**src/rtl/wbuf_pkg.sv**
```systemverilog
package wbuf_pkg;
  typedef enum logic [1:0] {
    RING_HOLD = 2'b00,
    RING_POP  = 2'b01,
    RING_PUSH = 2'b10,
    RING_SWAP = 2'b11
  } ring_op_e;
endpackage

```
**src/rtl/wbuf_ring.sv**
```systemverilog
module wbuf_ring #(
  parameter int ADDR_W = 16,
  parameter int DATA_W = 32,
  parameter int DEPTH  = 4,
  parameter int PTR_W  = 2,
  parameter int CNT_W  = 3
) (
  input  logic                           clk,
  input  logic                           rst_n,
  input  logic                           push,
  input  logic                           pop,
  input  logic [ADDR_W-1:0]              in_addr,
  input  logic [DATA_W-1:0]              in_data,
  output logic [PTR_W-1:0]               head_ptr,
  output logic [CNT_W-1:0]               occ,
  output logic [DEPTH-1:0][ADDR_W-1:0]   slot_addr,
  output logic [DEPTH-1:0][DATA_W-1:0]   slot_data
);
  import wbuf_pkg::*;

  logic [PTR_W-1:0] head_q, head_d;
  logic [PTR_W-1:0] tail_q, tail_d;
  logic [CNT_W-1:0] occ_q, occ_d;
  ring_op_e         op;

  assign op = ring_op_e'({push, pop});

  always_comb begin
    head_d = head_q;
    tail_d = tail_q;
    occ_d  = occ_q;
    unique case (op)
      RING_PUSH: begin
        tail_d = tail_q + 1'b1;
        occ_d  = occ_q + 1'b1;
      end
      RING_POP: begin
        head_d = head_q + 1'b1;
        occ_d  = occ_q - 1'b1;
      end
      RING_SWAP: begin
        tail_d = tail_q + 1'b1;
        head_d = head_q + 1'b1;
      end
      default: ;
    endcase
  end

  always_ff @(posedge clk or negedge rst_n) begin
    if (!rst_n) begin
      head_q <= '0;
      tail_q <= '0;
      occ_q  <= '0;
    end else if (op != RING_HOLD) begin
      head_q <= head_d;
      tail_q <= tail_d;
      occ_q  <= occ_d;
    end
  end

  for (genvar g = 0; g < DEPTH; g++) begin : g_slot
    logic                wr_en;
    logic [ADDR_W-1:0]   addr_q;
    logic [DATA_W-1:0]   data_q;
    assign wr_en = push && (tail_q == PTR_W'(g));
    always_ff @(posedge clk) begin
      if (wr_en) begin
        addr_q <= in_addr;
        data_q <= in_data;
      end
    end
    assign slot_addr[g] = addr_q;
    assign slot_data[g] = data_q;
  end

  assign head_ptr = head_q;
  assign occ      = occ_q;
endmodule

```
**src/rtl/wbuf_match.sv**
```systemverilog
module wbuf_match #(
  parameter int ADDR_W = 16,
  parameter int DATA_W = 32,
  parameter int DEPTH  = 4,
  parameter int PTR_W  = 2,
  parameter int CNT_W  = 3
) (
  input  logic [DEPTH-1:0][ADDR_W-1:0] slot_addr,
  input  logic [DEPTH-1:0][DATA_W-1:0] slot_data,
  input  logic [PTR_W-1:0]             head_ptr,
  input  logic [CNT_W-1:0]             occ,
  input  logic [ADDR_W-1:0]            key,
  output logic                         hit,
  output logic [DATA_W-1:0]            hit_data
);
  logic [DEPTH-1:0][PTR_W-1:0] age;
  logic [DEPTH-1:0]            live_match;

  // age 0 is the oldest slot; a slot is live when its age is below occupancy
  for (genvar g = 0; g < DEPTH; g++) begin : g_cmp
    assign age[g]        = PTR_W'(g) - head_ptr;
    assign live_match[g] = ({1'b0, age[g]} < occ) && (slot_addr[g] == key);
  end

  logic [PTR_W-1:0] best_age;

  always_comb begin
    hit      = 1'b0;
    hit_data = '0;
    best_age = '0;
    for (int i = 0; i < DEPTH; i++) begin
      if (live_match[i] && (!hit || age[i] > best_age)) begin
        hit      = 1'b1;
        best_age = age[i];
        hit_data = slot_data[i];
      end
    end
  end
endmodule

```
**src/rtl/wr_post_buffer.sv**
```systemverilog
module wr_post_buffer #(
  parameter int ADDR_W = 16,
  parameter int DATA_W = 32,
  parameter int DEPTH  = 4
) (
  input  logic              clk,
  input  logic              rst_n,
  input  logic              st_valid,
  input  logic [ADDR_W-1:0] st_addr,
  input  logic [DATA_W-1:0] st_data,
  output logic              st_stall,
  input  logic              rd_valid,
  input  logic [ADDR_W-1:0] rd_addr,
  output logic              rd_fwd_hit,
  output logic [DATA_W-1:0] rd_fwd_data,
  output logic              mem_rd_req,
  output logic [ADDR_W-1:0] mem_rd_addr,
  output logic              mem_wr_valid,
  output logic [ADDR_W-1:0] mem_wr_addr,
  output logic [DATA_W-1:0] mem_wr_data,
  input  logic              mem_wr_ack
);
  localparam int PTR_W = (DEPTH > 1) ? $clog2(DEPTH) : 1;
  localparam int CNT_W = PTR_W + 1;

  logic                         push, pop;
  logic [PTR_W-1:0]             head_ptr;
  logic [CNT_W-1:0]             occ;
  logic [DEPTH-1:0][ADDR_W-1:0] slot_addr;
  logic [DEPTH-1:0][DATA_W-1:0] slot_data;
  logic                         match_hit;
  logic [DATA_W-1:0]            match_data;

  assign st_stall     = (occ == CNT_W'(DEPTH));
  assign mem_wr_valid = (occ != '0);
  assign push         = st_valid && !st_stall;
  assign pop          = mem_wr_valid && mem_wr_ack;

  wbuf_ring #(
    .ADDR_W(ADDR_W), .DATA_W(DATA_W), .DEPTH(DEPTH),
    .PTR_W(PTR_W), .CNT_W(CNT_W)
  ) ring_i (
    .clk       (clk),
    .rst_n     (rst_n),
    .push      (push),
    .pop       (pop),
    .in_addr   (st_addr),
    .in_data   (st_data),
    .head_ptr  (head_ptr),
    .occ       (occ),
    .slot_addr (slot_addr),
    .slot_data (slot_data)
  );

  wbuf_match #(
    .ADDR_W(ADDR_W), .DATA_W(DATA_W), .DEPTH(DEPTH),
    .PTR_W(PTR_W), .CNT_W(CNT_W)
  ) match_i (
    .slot_addr (slot_addr),
    .slot_data (slot_data),
    .head_ptr  (head_ptr),
    .occ       (occ),
    .key       (rd_addr),
    .hit       (match_hit),
    .hit_data  (match_data)
  );

  assign mem_wr_addr = slot_addr[head_ptr];
  assign mem_wr_data = slot_data[head_ptr];

  assign rd_fwd_hit  = rd_valid && match_hit;
  assign rd_fwd_data = rd_fwd_hit ? match_data : '0;
  assign mem_rd_req  = rd_valid && !match_hit;
  assign mem_rd_addr = rd_addr;
endmodule

```
**config.mk**
```make
export PLATFORM = sky130hd
export DESIGN_NAME = wr_post_buffer
export DESIGN_NICKNAME = d
export VERILOG_FILES = /design/src/rtl/wbuf_pkg.sv /design/src/rtl/wbuf_ring.sv /design/src/rtl/wbuf_match.sv /design/src/rtl/wr_post_buffer.sv
export SDC_FILE = /design/constraint.sdc
export NUM_CORES = 1
export LEC_CHECK = 0
export BUFFER_PORTS_ARGS = -buffer_cell sky130_fd_sc_hd__buf_4
export CORE_MARGIN = 5
export CORE_UTILIZATION = 45
export CTS_CLUSTER_SIZE = 20
export DETAILED_ROUTE_END_ITERATION = 10
export PLACE_DENSITY_LB_ADDON = 0.08
export SLEW_MARGIN = 10
export SYNTH_ARGS = -nofsm -noshare
export SYNTH_HDL_FRONTEND = slang
export SYNTH_SLANG_ARGS = --single-unit
```
**constraint.sdc**
```tcl
create_clock -name clk -period 5.18 [get_ports clk]
set_input_delay 0.777 -clock clk [delete_from_list [all_inputs] [get_ports clk]]
set_output_delay 0.777 -clock clk [all_outputs]
set_load 0.01 [all_outputs]
```
# Word level (Yosys, flattened, before mapping)
# Index checks and enable logic that the tools add are counted.
dict set report word_totals {
  input_bits 69
  register_bits 199
  elab_cells 87
  out_inout_bits 100
}
dict set report op_classes {
  order_cmp 8
  eq_ne 11
  n_reduce_logical 32
  n_mux 17
  add_sub_neg 8
}
# cell n
set ops {}
lappend ops {{32-bit two-way mux} 6}
lappend ops {{32-bit binary-select mux with 2-bit select} 1}
lappend ops {{16-bit == test} 4}
lappend ops {{16-bit binary-select mux with 2-bit select} 1}
lappend ops {{16-bit two-way mux} 1}
lappend ops {{1-bit logical AND} 15}
lappend ops {{2-bit by 3-bit less-than comparator with 1-bit output} 4}
lappend ops {{2-bit == test (second input constant)} 4}
lappend ops {{2-bit greater-than comparator} 3}
lappend ops {{2-bit two-way mux} 3}
lappend ops {{3-bit one-hot mux with 2 select lines} 1}
lappend ops {{2-bit AND reduction} 3}
lappend ops {{1-bit zero test} 5}
lappend ops {{2-bit by 1-bit adder with 2-bit output (second input constant)} 2}
lappend ops {{2-bit by 1-bit == test with 1-bit output (second input constant)} 2}
lappend ops {{1-bit two-way mux} 4}
lappend ops {{2-bit nonzero test} 2}
lappend ops {{2-bit OR reduction} 2}
lappend ops {{1-bit by 2-bit subtractor with 2-bit output (first input constant)} 2}
lappend ops {{2-bit subtractor (first input constant)} 2}
lappend ops {{3-bit by 1-bit adder with 3-bit output (second input constant)} 1}
lappend ops {{3-bit == test (second input constant)} 1}
lappend ops {{1-bit logical OR} 3}
lappend ops {{2-bit by 3-bit less-than comparator with 1-bit output (second input constant)} 1}
lappend ops {{other kinds (3)} 3}

# Logic depth before layout (Yosys ltp)
# Gate-level depths: netlist of run 1.
dict set report depth {
  word_depth 18
  depth_mapped 24
  ltp_nobuf 21
}

# Hierarchy
# Synthesis of run 1 repeated with hierarchy kept, for this count alone.
dict set report hier_totals {
  hier_cells 660
  hier_area_um2 10510.1
}
# mod n_inst seq_area_each_um2 cells_each area_each_um2
set by_module_without_submodules {}
lappend by_module_without_submodules {wbuf_ring 1 5940.7 232 6244.7}
lappend by_module_without_submodules {wbuf_match 1 0.0 310 2731.4}
lappend by_module_without_submodules {wr_post_buffer 1 0.0 118 1534.0}

# Worst setup path before layout of run 1
# No wires, ideal clock.
dict set report synth_path {
  path_kind {register to output}
  startpoint {register ring_i.head_q[1], in the netlist ring_i.head_ptr[1]}
  endpoint {output port rd_fwd_data[10]}
  path_stages_with_launch 24
  required_time_ps 4403
  setup_slack_ps -265
  n_path_buf 3
  arrival_ps 4668
  path_cell_list {dfrtp_1 -> clkbuf_1 -> inv_1 -> ha_1 -> inv_1 -> ha_1 -> a21oi_1 -> o211a_1 -> a311o_2 -> buf_2 -> a31oi_1 -> ha_1 -> nor2b_1 -> o21ai_0 -> nand2_1 -> nand2_1 -> mux2_2 -> ha_1 -> nor2b_1 -> o21ai_0 -> o221ai_2 -> clkbuf_1 -> a21oi_1 -> a22o_1}
}
dict set report synth_via {
  elab_chain_len 18
  word_cells_on_any_way 37
  cone_classes {add/sub: 4; order compare: 7; mux: 12; reduce/logical: 14}
}
# item line_no
set synth_rtl {}
lappend synth_rtl {{start, declared} wbuf_ring.sv:21} ;# logic [PTR_W-1:0] head_q, head_d;
lappend synth_rtl {{start signal, assigned} wbuf_ring.sv:51} ;# head_q <= '0;
lappend synth_rtl {{start signal, assigned} wbuf_ring.sv:55} ;# head_q <= head_d;
lappend synth_rtl {{1-bit by 2-bit subtractor with 2-bit output} wbuf_match.sv:21} ;# assign age[g] = PTR_W'(g) - head_ptr;
lappend synth_rtl {{2-bit by 3-bit less-than comparator with 1-bit output} wbuf_match.sv:22} ;# assign live_match[g] = ({1'b0, age[g]} < occ) && (slot_addr[g] == key);
lappend synth_rtl {{1-bit logical AND} wbuf_match.sv:22}
lappend synth_rtl {{2-bit two-way mux / 1-bit two-way mux (equally long branches)} wbuf_match.sv:32} ;# if (live_match[i] && (!hit || age[i] > best_age)) begin
lappend synth_rtl {{2-bit greater-than comparator / 1-bit zero test (equally long branches)} wbuf_match.sv:32}
lappend synth_rtl {{1-bit logical OR} wbuf_match.sv:32}
lappend synth_rtl {{1-bit logical AND} wbuf_match.sv:32}
lappend synth_rtl {{2-bit two-way mux / 1-bit two-way mux (equally long branches)} wbuf_match.sv:32}
lappend synth_rtl {{[2 not listed]} -}
lappend synth_rtl {{1-bit logical AND} wbuf_match.sv:32}
lappend synth_rtl {{2-bit two-way mux / 1-bit two-way mux (equally long branches)} wbuf_match.sv:32}
lappend synth_rtl {{2-bit greater-than comparator / 1-bit zero test (equally long branches)} wbuf_match.sv:32}
lappend synth_rtl {{1-bit logical OR} wbuf_match.sv:32}
lappend synth_rtl {{1-bit logical AND} wbuf_match.sv:32}
lappend synth_rtl {{1-bit two-way mux} wbuf_match.sv:32}
lappend synth_rtl {{1-bit logical AND} wr_post_buffer.sv:71} ;# assign rd_fwd_hit = rd_valid && match_hit;
lappend synth_rtl {{32-bit two-way mux (*)} wr_post_buffer.sv:72} ;# assign rd_fwd_data = rd_fwd_hit ? match_data : '0;
lappend synth_rtl {{end, declared} wr_post_buffer.sv:15} ;# output logic [DATA_W-1:0] rd_fwd_data,
# Mark *: on every way between the ends. The rest lies on a longest branch, timed or not.

# Worst setup path in the final report of run 1
dict set report layout_path {
  startpoint {register ring_i.head_q[0], in the netlist ring_i.head_ptr[0]}
  endpoint {output port rd_fwd_data[0]}
}
# The elaborated chain is that of the path after synthesis.

==> results of run 1 <==
[area by class of cell]
type,count,area share (%)
Inverter,10,0.315
Clock buffer,17,3.35
Multi-Input combinational cell,404,29.2
Timing Repair Buffer,239,15.8
Tap cell,280,2.76
Clock inverter,15,1.70
Sequential cell,199,46.8
[report_power, final]
group          switching (W)  total [W]  internal (W)
sequential          0.000164    0.00231       0.00214
combinational        0.00113    0.00219       0.00106
clock               0.000622    0.00140      0.000783
[Yosys cell counts]
| master | number | area [um^2] |
|---|---|---|
| o21ai_1 | 1 | 5.00 |
| o211a_1 | 1 | 10.0 |
| dfrtp_1 | 7 | 175 |
| or2_2 | 2 | 12.5 |
| a311o_2 | 1 | 11.3 |
| o22ai_1 | 32 | 200 |
| a21boi_0 | 32 | 240 |
| nand3_1 | 2 | 10.0 |
| nor4_1 | 8 | 50.1 |
| mux2_2 | 3 | 33.8 |
| fa_1 | 1 | 20.0 |
| mux2i_1 | 1 | 10.0 |
| nand2b_1 | 2 | 12.5 |
| mux4_2 | 48 | 1080 |
| buf_4 | 20 | 150 |
| inv_1 | 10 | 37.5 |
| or3_1 | 1 | 6.26 |
| buf_1 | 4 | 15.0 |
| a31oi_1 | 1 | 6.26 |
| a21oi_1 | 37 | 185 |
| nor2_1 | 72 | 270 |
| edfxtp_1 | 192 | 5770 |
| o22ai_2 | 1 | 12.5 |
| nand4_1 | 10 | 62.6 |
| nand2_1 | 10 | 37.5 |
| buf_2 | 13 | 65.1 |
| ha_1 | 17 | 213 |
| and2_1 | 7 | 43.8 |
| nor2b_1 | 4 | 25.0 |
| a22o_1 | 32 | 280 |
| o21bai_1 | 1 | 7.51 |
| o221ai_2 | 1 | 15.0 |
| xnor2_1 | 38 | 333 |
| and4_1 | 1 | 8.76 |
| and3_1 | 2 | 12.5 |
| buf_6 | 3 | 33.8 |
| clkbuf_1 | 19 | 71.3 |
| o211ai_1 | 1 | 7.51 |
| xor2_1 | 31 | 272 |
| o21ai_0 | 3 | 15.0 |
[worst max-delay path, delay by kind of cell, from the launching register on]
family	cells	cell delay [ns]
fa+ha+maj	4	1.15
compound gates	9	1.47
simple gates	5	0.56
buf+inv	3	0.38
flops	1	0.50
mux	1	0.31
[layer usage]
metal | up-vias | routed length, um | global-route usage, % | part of all wire, %
met5 | - | 0 | 0 | 0
met4 | 0 | 258 | 4.71 | 0.96
met3 | 21 | 1660 | 4.54 | 6.2
met2 | 226 | 13800 | 37.4 | 52
met1 | 3437 | 11100 | 29.5 | 41
li1 | 2986 | - | - | -
[cell families (layout without fill, tap and decap cells)]
group | Yosys count | after routing | synth area share (%)
buf+inv | 69 | 281 | 3.80
compound gates | 144 | 144 | 10.1
mux | 52 | 52 | 11.5
flops | 199 | 199 | 60.5
simple gates | 121 | 121 | 5.62
fa+ha+maj | 18 | 18 | 2.37
xor+xnor | 69 | 69 | 6.15
[final timing paths]
check	endpoint
worst min-delay path	ring_i.occ[0]
worst min register to register	ring_i.tail_q[0]
worst max-delay path	rd_fwd_data[0]
min in group clk	ring_i.g_slot[1].addr_q[6]
worst max register to register	ring_i.g_slot[3].data_q[16]
max in group asynchronous	ring_i.head_ptr[0]
[flip-flops by register name (all words and copies together) (netlist names)]
signal	count
ring_i.g_slot.data_q	128
ring_i.g_slot.addr_q	64
ring_i.occ	3
ring_i.head_ptr	2
ring_i.tail_q	2
[through the flow]
stage,hold WS (ns),setup TNS (ns)
after floorplan,0.481,0
after CTS,0.133,-11.71
final,0.148,-11.35
after global routing,0.136,-17.95
after detailed placement,0.543,-17.86
after global placement,0.516,-15.57
[repair_timing]
item,CTS,global route
endpoints found under the setup margin,32,32
endpoints found under the hold margin,0,0
setup buffers,9,3
pin swaps,1,22
resized for setup,42,17
gates cloned,1,2
==> impl_metrics.tcl, run 1 <==
set metrics [dict create \
    cts_hold_buf 0 \
    maxCapViolCount 0 \
    r2r_slack_ns 2.41 \
    io-pin-count 169 \
    end_kind "primary output" \
    core_area_um2 21700 \
    cts-root-buf "clkbuf_16" \
    synth_nets 759 \
    clock_skew_ns 0.0101 \
    p_leak_nw 4.79 \
    htreeDepth 4 \
    num_vias 6670 \
    start_kind "flop" \
    cts_buffers 17 \
    wl_um 26800 \
    power_w 0.00590 \
    cp_cell_sequence "ha_4 -> inv_4 -> ha_4 -> a21oi_2 -> o211a_1 -> a311o_2 -> nor2_2 -> a31oi_2 -> ha_1 -> nor2b_4 -> o21ai_2 -> nand2_2 -> nand2_2 -> mux2_4 -> ha_4 -> nor2b_4 -> o21ai_4 -> o221ai_4 -> buf_12 -> a21oi_1 -> a22o_4 -> buf_4" \
    die_x_um 158 \
    post-place-cells 1118 \
    area_delta_synth_final_pct 29.2 \
    place_area_um2 11600 \
    synth_cells 672 \
    seq_area_um2 5950 \
    worst_ep_required_time_ns 4.40 \
    drtIter0Drc 494 \
    syn_area_um2 9820 \
    relSlewSlack_pct 44.2 \
    period_share_pct 108 \
    cp-startpoint "ring_i.head_ptr[0]" \
    gp_congestion 0.836 \
    multi_input_area_um2 3710 \
    wl_per_cell_um 23.0 \
    start_util_pct 45.3 \
    drcViolationCount 0 \
    rows 54 \
    rsz0062_at_grt "true" \
    grt_pass1_wl_um 41300 \
    grt_max_degree 50 \
    yosys_register_bits 199 \
    die_area_um2 24900 \
    cp_common_cell "ha_4" \
    worstReg2RegStart "ring_i.occ[1]" \
    r2r_cells 5 \
    via_per_inst 5.73 \
    pre_cts_ws_ns -0.600 \
    drt_pass1_iterations 6 \
    instances_no_fill 1164 \
    slew_violations 0 \
    setup_viol 32 \
    hold_viol_final 0 \
    powerDensity_nw_per_um2 465 \
    stdcell_area_um2 12700 \
    nFillCells 1731 \
    crit_arrival_ns 4.81 \
    postRouteAntennaNets 0 \
    hold_path_class "in2async" \
    yosysWarnings 0 \
    die-height_um 158 \
    ir_drop_uv 264 \
    period_minus_slack_ns 5.59 \
    portBuffers 168 \
    dp_hpwl_um 17500 \
    clk_latency_ns 0.44 \
    clockBufferDepth 2 \
    max_stage_delay_ns 0.50 \
    crit_path_top_delay_cell "dfrtp_4" \
    cts_tree "built" \
    crit_fanout 17 \
    grt_pass1_vias 7183 \
    worst_pin_slew_ns 0.837 \
    criticalPathCategory "reg2out" \
    synth.distinct_cells 40 \
    violations "setup timing" \
    status "complete, but fails checks" \
    cts.clk_slew.worst_paths_ns 0.07 \
    clock-sinks 199 \
    fin_util_pct 58.5 \
    final_common_cell "buf_4" \
    syn_avg_cell_area_um2 14.6 \
    grt_usage_pct 22.0 \
    layout-drive-gt1-share_pct 40.8 \
    nNetsFinal 958 \
    antenna_found_initial 0 \
    final_cell_mix "203 x buf_4, 192 x edfxtp_1, 70 x nor2_1, 48 x mux4_2, 38 x xnor2_1" \
    diodes 0 \
    grt_overflow 0 \
    setup_ws_ns -0.411 \
    seq_area_frac_synth_pct 60.5 \
    max_freq_ghz 0.179 \
]
Note: power is estimated with default switching activity, not from simulation.
==> inputs of run 2 (changes only) <==
--- a/config.mk
+++ b/config.mk
@@ -5,6 +5,7 @@
 export SDC_FILE = /design/constraint.sdc
 export NUM_CORES = 1
 export LEC_CHECK = 0
+export ABC_AREA = 1
 export BUFFER_PORTS_ARGS = -buffer_cell sky130_fd_sc_hd__buf_4
 export CORE_MARGIN = 5
 export CORE_UTILIZATION = 45
==> run 2 against run 1 <==
Net effect: the flow now finishes without violations; critical endpoint unchanged; clock skew hardly changed; global-route usage is 0.60 points higher; sequential power hardly changed.
==> impl_metrics.tcl, run 2 <==
set metrics [dict create \
    cp-startpoint "ring_i.head_ptr[1]" \
    r2r_cells 9 \
    hold_path_class "in2async" \
    max_stage_delay_ns 0.39 \
    final_common_cell "nand2_1" \
    htreeDepth 4 \
    via_per_inst 5.33 \
    largest_reg_flops 128 \
    start_util_pct 46.0 \
    grt_max_degree 83 \
    layout-drive-gt1-share_pct 27.8 \
    wl_um 31400 \
    postRouteAntennaNets 0 \
    cts_buffers 17 \
    grt_pass1_vias 8659 \
    num_vias 9017 \
    relSlewSlack_pct 31.7 \
    wl_per_cell_um 18.5 \
    die-height_um 165 \
    criticalPathCategory "reg2out" \
    drtIter0Drc 633 \
    synth.distinct_cells 33 \
    setup_ws_ns 0.0506 \
    start_kind "flop" \
    clk_latency_ns 0.43 \
    synth_enable_flop_cells 192 \
    fin_util_pct 57.3 \
    worst_ep_required_time_ns 4.40 \
    syn_avg_cell_area_um2 8.88 \
    hold_viol_final 0 \
    diodes 0 \
    powerDensity_nw_per_um2 449 \
    slew_violations 0 \
    p_leak_nw 5.51 \
    antenna_found_initial 1 \
    synth_common_cells "261 x nand2_1, 243 x nor2_1, 192 x edfxtp_1" \
    end_kind "primary output" \
    io-pin-count 169 \
    status "finished, final reports clean" \
    synth_most_common_cell "nand2_1" \
    gp_congestion 0.841 \
    core_area_um2 23600 \
    stdcell_area_um2 13500 \
    worst_pin_slew_ns 1.02 \
    endpoint "rd_fwd_data[0]" \
    ys.flop_type "edfxtp_1" \
    largest_register "ring_i.g_slot.data_q" \
    crit_arrival_ns 4.35 \
    grt_usage_pct 22.6 \
    period_minus_slack_ns 5.13 \
    grt_overflow 0 \
    nNetsFinal 1448 \
    instances_no_fill 1693 \
    rows 56 \
    synth_cells 1222 \
    cts_hold_buf 0 \
    cts.clk_slew.worst_paths_ns 0.07 \
    yosysTopAreaCell "edfxtp_1" \
    post-place-cells 1648 \
    async_flop_share_pct 3.52 \
    place_area_um2 12400 \
    pre_cts_ws_ns 0.257 \
    clockBufferDepth 2 \
    r2r-end "ring_i.occ[2]" \
    r2r_slack_ns 2.42 \
    yosysWarnings 0 \
    syn_area_um2 10900 \
    grt_pass1_wl_um 47300 \
    area_delta_synth_final_pct 24.7 \
    setup_viol 0 \
    drt_pass1_iterations 5 \
    ir_drop_uv 461 \
    max_freq_ghz 0.195 \
    worstReg2RegStart "ring_i.occ[0]" \
    seq_area_frac_synth_pct 54.7 \
    synth.area.top_cells "edfxtp_1 53%, nand2_1 9.0%, nor2_1 8.4%" \
    yosys_register_bits 199 \
    crit_fanout 6 \
    clock_skew_ns 0.0104 \
    crit_path_top_delay_cell "dfrtp_1" \
    portBuffers 168 \
    drcViolationCount 0 \
    die_x_um 165 \
    clock-sinks 199 \
    die_area_um2 27300 \
    cp_common_cell "nor2_4" \
    rsz0062_at_grt "true" \
    final_cell_mix "230 x nand2_1, 192 x edfxtp_1, 191 x buf_4, 173 x nor2_1, 90 x o21ai_0" \
    synth_nets 1309 \
    nFillCells 2082 \
    period_share_pct 99.0 \
    cts_tree "built" \
    synthDominantCellAreaShare_pct 53.1 \
    hold_ws_ns 0.152 \
    maxCapViolCount 0 \
    dp_hpwl_um 19500 \
    cts-root-buf "clkbuf_16" \
]
==> run 2: worst min path at each step <==
stage | start | end | cells after the start
after floorplan | rst_n | ring_i.head_ptr[0] | 0
after global placement | ring_i.occ[1] | ring_i.occ[1] | 2
after detailed placement | ring_i.occ[0] | ring_i.occ[0] | 1
after CTS | rst_n | ring_i.tail_q[0] | 1
after global routing | rst_n | ring_i.tail_q[0] | 1
final | rst_n | ring_i.tail_q[0] | 1
==> run 2: final cells by class <==
type / instances / area [um^2] / share of cell area, %
Sequential cell: 199 / 5940 / 43.9
Timing Repair Buffer: 206 / 1670 / 12.3
Clock inverter: 13 / 134 / 0.989
Inverter: 71 / 270 / 2.00
Tap cell: 319 / 399 / 2.95
Clock buffer: 19 / 433 / 3.20
Multi-Input combinational cell: 866 / 4690 / 34.6
==> run 2: power by group <==
part	leakage [nW]	switching [W]	total, W	internal, W
sequential	1.84	0.000148	0.00228	0.00213
clock	0.280	0.000614	0.00129	0.000680
combinational	3.39	0.00157	0.00251	0.000937
total	5.51	0.00233	0.00608	0.00375
==> run 2: layer usage <==
metal,up-vias,global-route usage (%),routed length (um)
li1,4392,-,-
met1,4258,30.3,13600
met2,320,37.9,15200
met3,45,3.52,1990
met4,2,7.16,642
met5,-,0,13
==> run 2: repair_timing <==
| action | in CTS | in global routing |
|---|---|---|
| pin swaps | 4 | 60 |
| cloned | 1 | 3 |
| gates resized for setup | 12 | 110 |
| endpoints found under the setup margin | 32 | 32 |
| buffers inserted | 4 | 5 |
==> run 2: cell families after synthesis <==
group	Yosys count	share of synthesized area, %
flip-flops	199	54.7
AO/OA/AOI/OAI	179	8.69
buffers and inverters	157	6.57
XOR/XNOR	32	2.58
adder cells (fa/ha/maj)	18	2.14
AND/OR/NAND/NOR	637	25.3
==> run 2: critical path: cells and delay by family (launching register included) <==
family	cells	cell delay [ns]
simple gates	16	1.54
fa+ha+maj	4	1.06
buf+inv	7	0.59
flops	1	0.39
compound gates	4	0.36
==> run 2: through the flow <==
step	TNS, ns	total power (W)
detailed placement	0	0.00471
floorplan	0	0.00366
global route	-6.31	0.00645
global placement	0	0.00469
CTS	-0.0712	0.00602
finish	0	0.00608
